<file path="config.mk">
export PLATFORM = sky130hd
export DESIGN_NAME = trace_prog_ctrl
export DESIGN_NICKNAME = d
export VERILOG_FILES = /design/src/rtl/trc_ctl_pkg.sv /design/src/rtl/trc_ctl_decode.sv /design/src/rtl/trc_idle_seq.sv /design/src/rtl/trc_ctl_regs.sv /design/src/rtl/trace_prog_ctrl.sv
export SDC_FILE = /design/constraint.sdc
export NUM_CORES = 1
export LEC_CHECK = 0
export BUFFER_PORTS_ARGS = -buffer_cell sky130_fd_sc_hd__buf_2
export CORE_MARGIN = 2
export CORE_UTILIZATION = 40
export CTS_CLUSTER_DIAMETER = 150
export DETAILED_ROUTE_END_ITERATION = 7
export SETUP_SLACK_MARGIN = 0.15
export SLEW_MARGIN = 20
export SYNTH_ARGS = -nofsm -noshare
export SYNTH_HDL_FRONTEND = slang
export SYNTH_SLANG_ARGS = --single-unit
</file>
<file path="constraint.sdc">
create_clock -name clk -period 6 [get_ports clk]
set_input_delay 1.5 -clock clk [delete_from_list [all_inputs] [get_ports clk]]
set_output_delay 1.5 -clock clk [all_outputs]
set_load 0.005 [all_outputs]
</file>
<file path="src/rtl/trc_ctl_pkg.sv">
`timescale 1ns/1ps
package trc_ctl_pkg;

  localparam int A_LOCK = 0;
  localparam int A_PROG = 1;
  localparam int A_STAT = 2;
  localparam int A_PWR  = 3;
  localparam int A_CAPS = 4;

  typedef enum logic [2:0] {
    RD_ZERO, RD_LOCK, RD_PROG, RD_STAT, RD_PWR, RD_CAPS, RD_CFG
  } rd_sel_e;

  typedef struct packed {
    logic    unlock;
    logic    progWr;
    logic    pwrWr;
    logic    cfgWr;
    logic    rdEn;
    rd_sel_e rdSel;
  } ctl_strobe_t;

endpackage

</file>
<file path="src/rtl/trc_ctl_decode.sv">
`timescale 1ns/1ps
module trc_ctl_decode
  import trc_ctl_pkg::*;
#(
  parameter int ADDR_W   = 4,
  parameter int CFG_BASE = 8,
  parameter int NUM_CFG  = 4
) (
  input  logic              busSel,
  input  logic              busWrite,
  input  logic [ADDR_W-1:0] busAddr,
  input  logic              osLock,
  input  logic              enState,
  input  logic              idleState,
  output ctl_strobe_t       strobe
);

  localparam int CFG_END = CFG_BASE + NUM_CFG;

  logic isCfg;
  logic cfgOpen;
  logic cfgVisible;

  always_comb begin
    isCfg      = (int'(busAddr) >= CFG_BASE) && (int'(busAddr) < CFG_END);
    cfgOpen    = !osLock && !enState && idleState;
    cfgVisible = !osLock && !enState;

    strobe       = '0;
    strobe.rdSel = RD_ZERO;

    if (busSel && busWrite) begin
      strobe.unlock = (busAddr == ADDR_W'(A_LOCK));
      strobe.progWr = (busAddr == ADDR_W'(A_PROG)) && !osLock;
      strobe.pwrWr  = (busAddr == ADDR_W'(A_PWR)) && !osLock;
      strobe.cfgWr  = isCfg && cfgOpen;
    end

    if (busSel && !busWrite) begin
      strobe.rdEn = 1'b1;
      if (busAddr == ADDR_W'(A_LOCK))      strobe.rdSel = RD_LOCK;
      else if (busAddr == ADDR_W'(A_PROG)) strobe.rdSel = RD_PROG;
      else if (busAddr == ADDR_W'(A_STAT)) strobe.rdSel = RD_STAT;
      else if (busAddr == ADDR_W'(A_PWR))  strobe.rdSel = RD_PWR;
      else if (busAddr == ADDR_W'(A_CAPS)) strobe.rdSel = RD_CAPS;
      else if (isCfg && cfgVisible)        strobe.rdSel = RD_CFG;
      else                                 strobe.rdSel = RD_ZERO;
    end
  end

endmodule

</file>
<file path="src/rtl/trc_idle_seq.sv">
`timescale 1ns/1ps
module trc_idle_seq #(
  parameter int IDLE_LAT = 5
) (
  input  logic clk,
  input  logic rstN,
  input  logic enChg,
  input  logic enNow,
  output logic idle
);

  localparam int CNT_W = $clog2(IDLE_LAT + 1);

  logic [CNT_W-1:0] cnt;

  always_ff @(posedge clk) begin
    if (!rstN) begin
      cnt  <= '0;
      idle <= 1'b1;
    end else if (enChg) begin
      cnt <= CNT_W'(IDLE_LAT);
    end else if (cnt != '0) begin
      cnt <= cnt - CNT_W'(1);
      if (cnt == CNT_W'(1)) idle <= !enNow;
    end
  end

endmodule

</file>
<file path="src/rtl/trc_ctl_regs.sv">
`timescale 1ns/1ps
module trc_ctl_regs
  import trc_ctl_pkg::*;
#(
  parameter int          ADDR_W   = 4,
  parameter int          CFG_BASE = 8,
  parameter int          NUM_CFG  = 4,
  parameter int          IDLE_LAT = 5,
  parameter logic [31:0] CAP_WORD = 32'h0A5C_0104
) (
  input  logic              clk,
  input  logic              rstN,
  input  ctl_strobe_t       strobe,
  input  logic [ADDR_W-1:0] busAddr,
  input  logic [31:0]       busWdata,
  output logic              osLock,
  output logic              enState,
  output logic              pwrState,
  output logic              idleState,
  output logic [31:0]       busRdata
);

  logic [31:0] cfgMem [NUM_CFG];
  logic [31:0] cfgRd;
  logic [31:0] rdMux;
  logic        enChg;

  assign enChg = strobe.progWr && (busWdata[0] != enState);

  always_ff @(posedge clk) begin
    if (!rstN) begin
      osLock   <= 1'b1;
      enState  <= 1'b0;
      pwrState <= 1'b0;
    end else begin
      if (strobe.unlock) osLock   <= 1'b0;
      if (strobe.progWr) enState  <= busWdata[0];
      if (strobe.pwrWr)  pwrState <= busWdata[0];
    end
  end

  for (genvar g = 0; g < NUM_CFG; g++) begin : g_cfg
    always_ff @(posedge clk) begin
      if (!rstN)
        cfgMem[g] <= '0;
      else if (strobe.cfgWr && busAddr == ADDR_W'(CFG_BASE + g))
        cfgMem[g] <= busWdata;
    end
  end

  always_comb begin
    cfgRd = '0;
    for (int i = 0; i < NUM_CFG; i++)
      if (busAddr == ADDR_W'(CFG_BASE + i)) cfgRd = cfgMem[i];
  end

  always_comb begin
    unique case (strobe.rdSel)
      RD_LOCK: rdMux = {31'b0, osLock};
      RD_PROG: rdMux = {31'b0, enState};
      RD_STAT: rdMux = {30'b0, osLock, idleState};
      RD_PWR:  rdMux = {31'b0, pwrState};
      RD_CAPS: rdMux = CAP_WORD;
      RD_CFG:  rdMux = cfgRd;
      default: rdMux = '0;
    endcase
  end

  always_ff @(posedge clk) begin
    if (!rstN)            busRdata <= '0;
    else if (strobe.rdEn) busRdata <= rdMux;
  end

  trc_idle_seq #(.IDLE_LAT(IDLE_LAT)) i_idle (
    .clk   (clk),
    .rstN  (rstN),
    .enChg (enChg),
    .enNow (enState),
    .idle  (idleState)
  );

endmodule

</file>
<file path="src/rtl/trace_prog_ctrl.sv">
`timescale 1ns/1ps
module trace_prog_ctrl
  import trc_ctl_pkg::*;
#(
  parameter int          ADDR_W   = 4,
  parameter int          CFG_BASE = 8,
  parameter int          NUM_CFG  = 4,
  parameter int          IDLE_LAT = 5,
  parameter logic [31:0] CAP_WORD = 32'h0A5C_0104
) (
  input  logic              clk,
  input  logic              rstN,
  input  logic              busSel,
  input  logic              busWrite,
  input  logic [ADDR_W-1:0] busAddr,
  input  logic [31:0]       busWdata,
  output logic [31:0]       busRdata,
  output logic              enOut,
  output logic              pwrUpOut,
  output logic              idleOut
);

  ctl_strobe_t strobe;
  logic        osLock;

  trc_ctl_decode #(
    .ADDR_W(ADDR_W), .CFG_BASE(CFG_BASE), .NUM_CFG(NUM_CFG)
  ) i_decode (
    .busSel    (busSel),
    .busWrite  (busWrite),
    .busAddr   (busAddr),
    .osLock    (osLock),
    .enState   (enOut),
    .idleState (idleOut),
    .strobe    (strobe)
  );

  trc_ctl_regs #(
    .ADDR_W(ADDR_W), .CFG_BASE(CFG_BASE), .NUM_CFG(NUM_CFG),
    .IDLE_LAT(IDLE_LAT), .CAP_WORD(CAP_WORD)
  ) i_regs (
    .clk       (clk),
    .rstN      (rstN),
    .strobe    (strobe),
    .busAddr   (busAddr),
    .busWdata  (busWdata),
    .osLock    (osLock),
    .enState   (enOut),
    .pwrState  (pwrUpOut),
    .idleState (idleOut),
    .busRdata  (busRdata)
  );

endmodule

</file>
==> metrics.md <==
| Metric | Value |
|---|---|
| Run status | finished, final reports clean |
| Placement Rows | 49 |
| Leakage power | approximately 3.3 nW |
| IR drop worst, VDD | 0.184 mV |
| Number of buffers added to fix hold violations after cts | 0 |
| Cells after synthesis | 609 |
| Width of the chip | about 140 um |
| Fraction of the mapped netlist area in compound gates | 7.81% |
| H-tree depth | 4 |
| Final hold vios | 0 |
| Post-CTS setup buffer count | 0 |
| Clock root buffer | clkbuf_16 |
| Commonest cells after routing, fill and taps aside | 136 x and2_1, 128 x edfxtp_1, 74 x buf_2, 41 x a21oi_1, 39 x dfxtp_1 |
| Setup repair after global routing missed its margin | false |
| Count of TritonRoute iterations in the first routing pass | 5 |
| Number of antenna violations at the first check in global routing | 0 |
| Multiplexer share of the synthesized area | 4.24% |
| Average via count per standard cell | 5.19 |
| MaxCap Viol Count | 0 |
| Post-CTS clock slew at the launch and capture registers of the worst setup and hold paths | 0.06 ns |
| Area of all placed cells without fillers | 0.00862 sq mm |
| Wire length of the first global-routing pass | about 26,000 um |
| Worst hold path type | reg2reg |
| Io pins | 75 |
| FFs w/ async S/R, synth | 0% |
| CTS tree | done |
| Total placed instance area | 0.00801 sq mm |
| Largest net degree at the start of global routing | 44 |
| Dominant combinational cell family by area after synthesis | simple AND/OR/NAND/NOR gates |
| Unique masters post-synth | 54 |
| Max Root-Sink Buffers | 2 |
| Shortest period the worst path allows | 3.50 ns |
| Area share of xor/xnor cells in the synthesized design | 0.358% |
| Die height | 139 um |
| Adder-cell share of the synthesized area | less than 1% |
| Dominant register cell in the synthesized netlist | edfxtp_1 |
| GRT Residual Overflow | 0 |
| Arrival time of data at the critical path endpoint | 3.57 ns |
| Critical path peak fanout | 26 |
| Power per cell area | 300 mW/mm^2 |
| Count of final setup violators | 0 |
| Area share of and/or/nand/nor cells after synthesis | 20.9% |
| Ratio of cells with drive above 1 in the final layout | 22.7% |
| Overall routed net length | 16,500 um |
| Die Outline Area | 0.0195 sq mm |
| Half-perimeter wire length after detailed placement | 9660 um |
| Area of the core | around 0.018 sq mm |
| Setup Crit Path Kind | in2reg |
| I/O Buffers | 74 |
| Fraction of the yosys area taken by sequential cells | 63.0% |
| Max Clock Skew | 0.0151 ns |
| Antenna cells | 0 |
| Required @ worst endpoint | 6.07 ns |
| Number of nets in the final layout | 716 |
| Yosys synthesis warning count | 0 |
| Initial DRC count | approximately 390 |
| Post-CTS sizing | 0 |
| Commonest non-fill, non-tap cell in the layout | and2_1 |
| Number of enable-type register cells in the synthesized netlist | 128 |
| Overall Global Routing Usage | 17.6% |
| Starting Density | 40.9% |
| Critical Path Sink Type | flip-flop |
| Source-to-sink clock delay at the later pin of the worst-skew pair | 0.43 ns |
| Inserted Clock Buffers | 17 |
| Final Core Density | between 40 and 50% |
| Flop and latch count out of synthesis | 167 |
| Number of global-route vias before repair | 4,656 |
| Final RePlAce weighted congestion | 0.801 |
| Post-Synthesis Mean Instance Area | about 12 sq um |
| Post-synthesis cell area | 0.00734 sq mm |
| Worst Tran Pin Value | 0.680 ns |
| Sum of negative setup slack | 0 ns |
| Synthesized net count | around 650 |
| Placed cell count | ~900 |
| Sort of element at the start of the critical path | input pin |
| Highest clock rate | 286 MHz |
| Worst slew margin relative to its limit | 54.6% |
| Non-Filler Instances | a little over 900 |
| Average routed wire per standard cell | approximately 18 um |
| Final-report max-slew violation count | 0 |
| Routed vias | 4,749 |
| DRC errors left | 0 |
| Clock Sink Count | 167 |
| Final clock period utilization by the worst path | 58.4% |
| Layout-stage area growth over the synthesis result | 17.5% |
| Number of nets still failing antenna checks after routing | 0 |
flip-flops by register name (all words and copies together), names as in the netlist:
name,flops
i_regs.busRdata,32
i_regs.osLock,1
i_regs.i_idle.cnt,3
i_regs.pwrState,1
i_regs.enState,1
i_regs.i_idle.idle,1
i_regs.cfgMem,128
final timing paths:
kind	from	to	slack, ns	cells past startpoint
setup / recovery	busAddr[2]	i_regs.cfgMem[0][27]	2.50	5
hold reg to reg	i_regs.busRdata[12]	i_regs.busRdata[12]	0.45	2
hold / removal	i_regs.busRdata[12]	i_regs.busRdata[12]	0.45	2
setup reg to reg	i_regs.osLock	i_regs.cfgMem[0][27]	3.38	4
synth_stat cells, drive strengths merged, types with 2 or more instances:
cell,instances,area share (%)
buf,14,1.0
nand3b,2,0.38
mux2i,3,0.41
a21oi,41,2.8
dfxtp,39,11
nor4,2,0.26
o22ai,23,2.0
ha,3,0.51
mux2,23,3.5
nor2,29,1.5
nor2b,2,0.17
or3,22,1.9
a221oi,8,0.95
o21ai,12,0.82
nand2b,14,1.3
and4,2,0.24
edfxtp,128,52
nor3,12,0.89
clkbuf,29,1.5
nand2,27,1.4
xnor2,2,0.24
or4b,2,0.32
a31oi,2,0.17
or4,2,0.26
and2,136,12
inv,12,0.61
cell families (layout without fill, tap and decap cells):
family,count (synthesis),in the layout
adders and majority gates,3,3
xor gates and xnor gates,3,3
buffers and inverters,55,132
muxes,27,27
AOI/OAI and AO/OA,95,95
DFF,167,167
and+or+nand+nor,259,259
layout make-up:
cell class | count | area, sq um
Fill cell | 1640 | 9340
Sequential cell | 167 | 4620
Multi-Input combinational cell | 387 | 2560
Timing Repair Buffer | 88 | 495
Clock buffer | 19 | 433
Tap cell | 229 | 287
Clock inverter | 13 | 178
Inverter | 12 | 45.0
worst max-delay path: stages:
cell	delay, ns
buf_2	0.16
nand2b_4	0.19
or4b_2	0.81
o31ai_4	0.44
buf_4	0.46
per-stage QoR:
| stage | setup slack, ns | hold slack [ns] | total power [mW] |
|---|---|---|---|
| floorplan | 0.606 | 0.448 | 1.43 |
| global placement | 1.98 | 0.441 | 1.48 |
| detailed placement | 2.06 | 0.442 | 1.49 |
| CTS | 2.52 | 0.451 | 2.62 |
| global route | 2.42 | 0.467 | 2.68 |
| finish | 2.50 | 0.449 | 2.59 |
layer usage:
| layer | GRT usage, % | routed length (um) |
|---|---|---|
| met1 | 22.4 | 7060 |
| met3 | 3.75 | 790 |
| met4 | 5.37 | 167 |
| met5 | 0 | 0 |
| met2 | 30.3 | 8490 |
report_power, final:
part	internal, mW	total, mW	switching, mW	leakage (nW)
clock network	0.694	1.13	0.433	0.290
logic	0.0662	0.171	0.105	1.36
registers	1.28	1.29	0.0137	1.64
total	2.04	2.59	0.551	3.29
No activity file was read; power rests on OpenSTA's default activity.
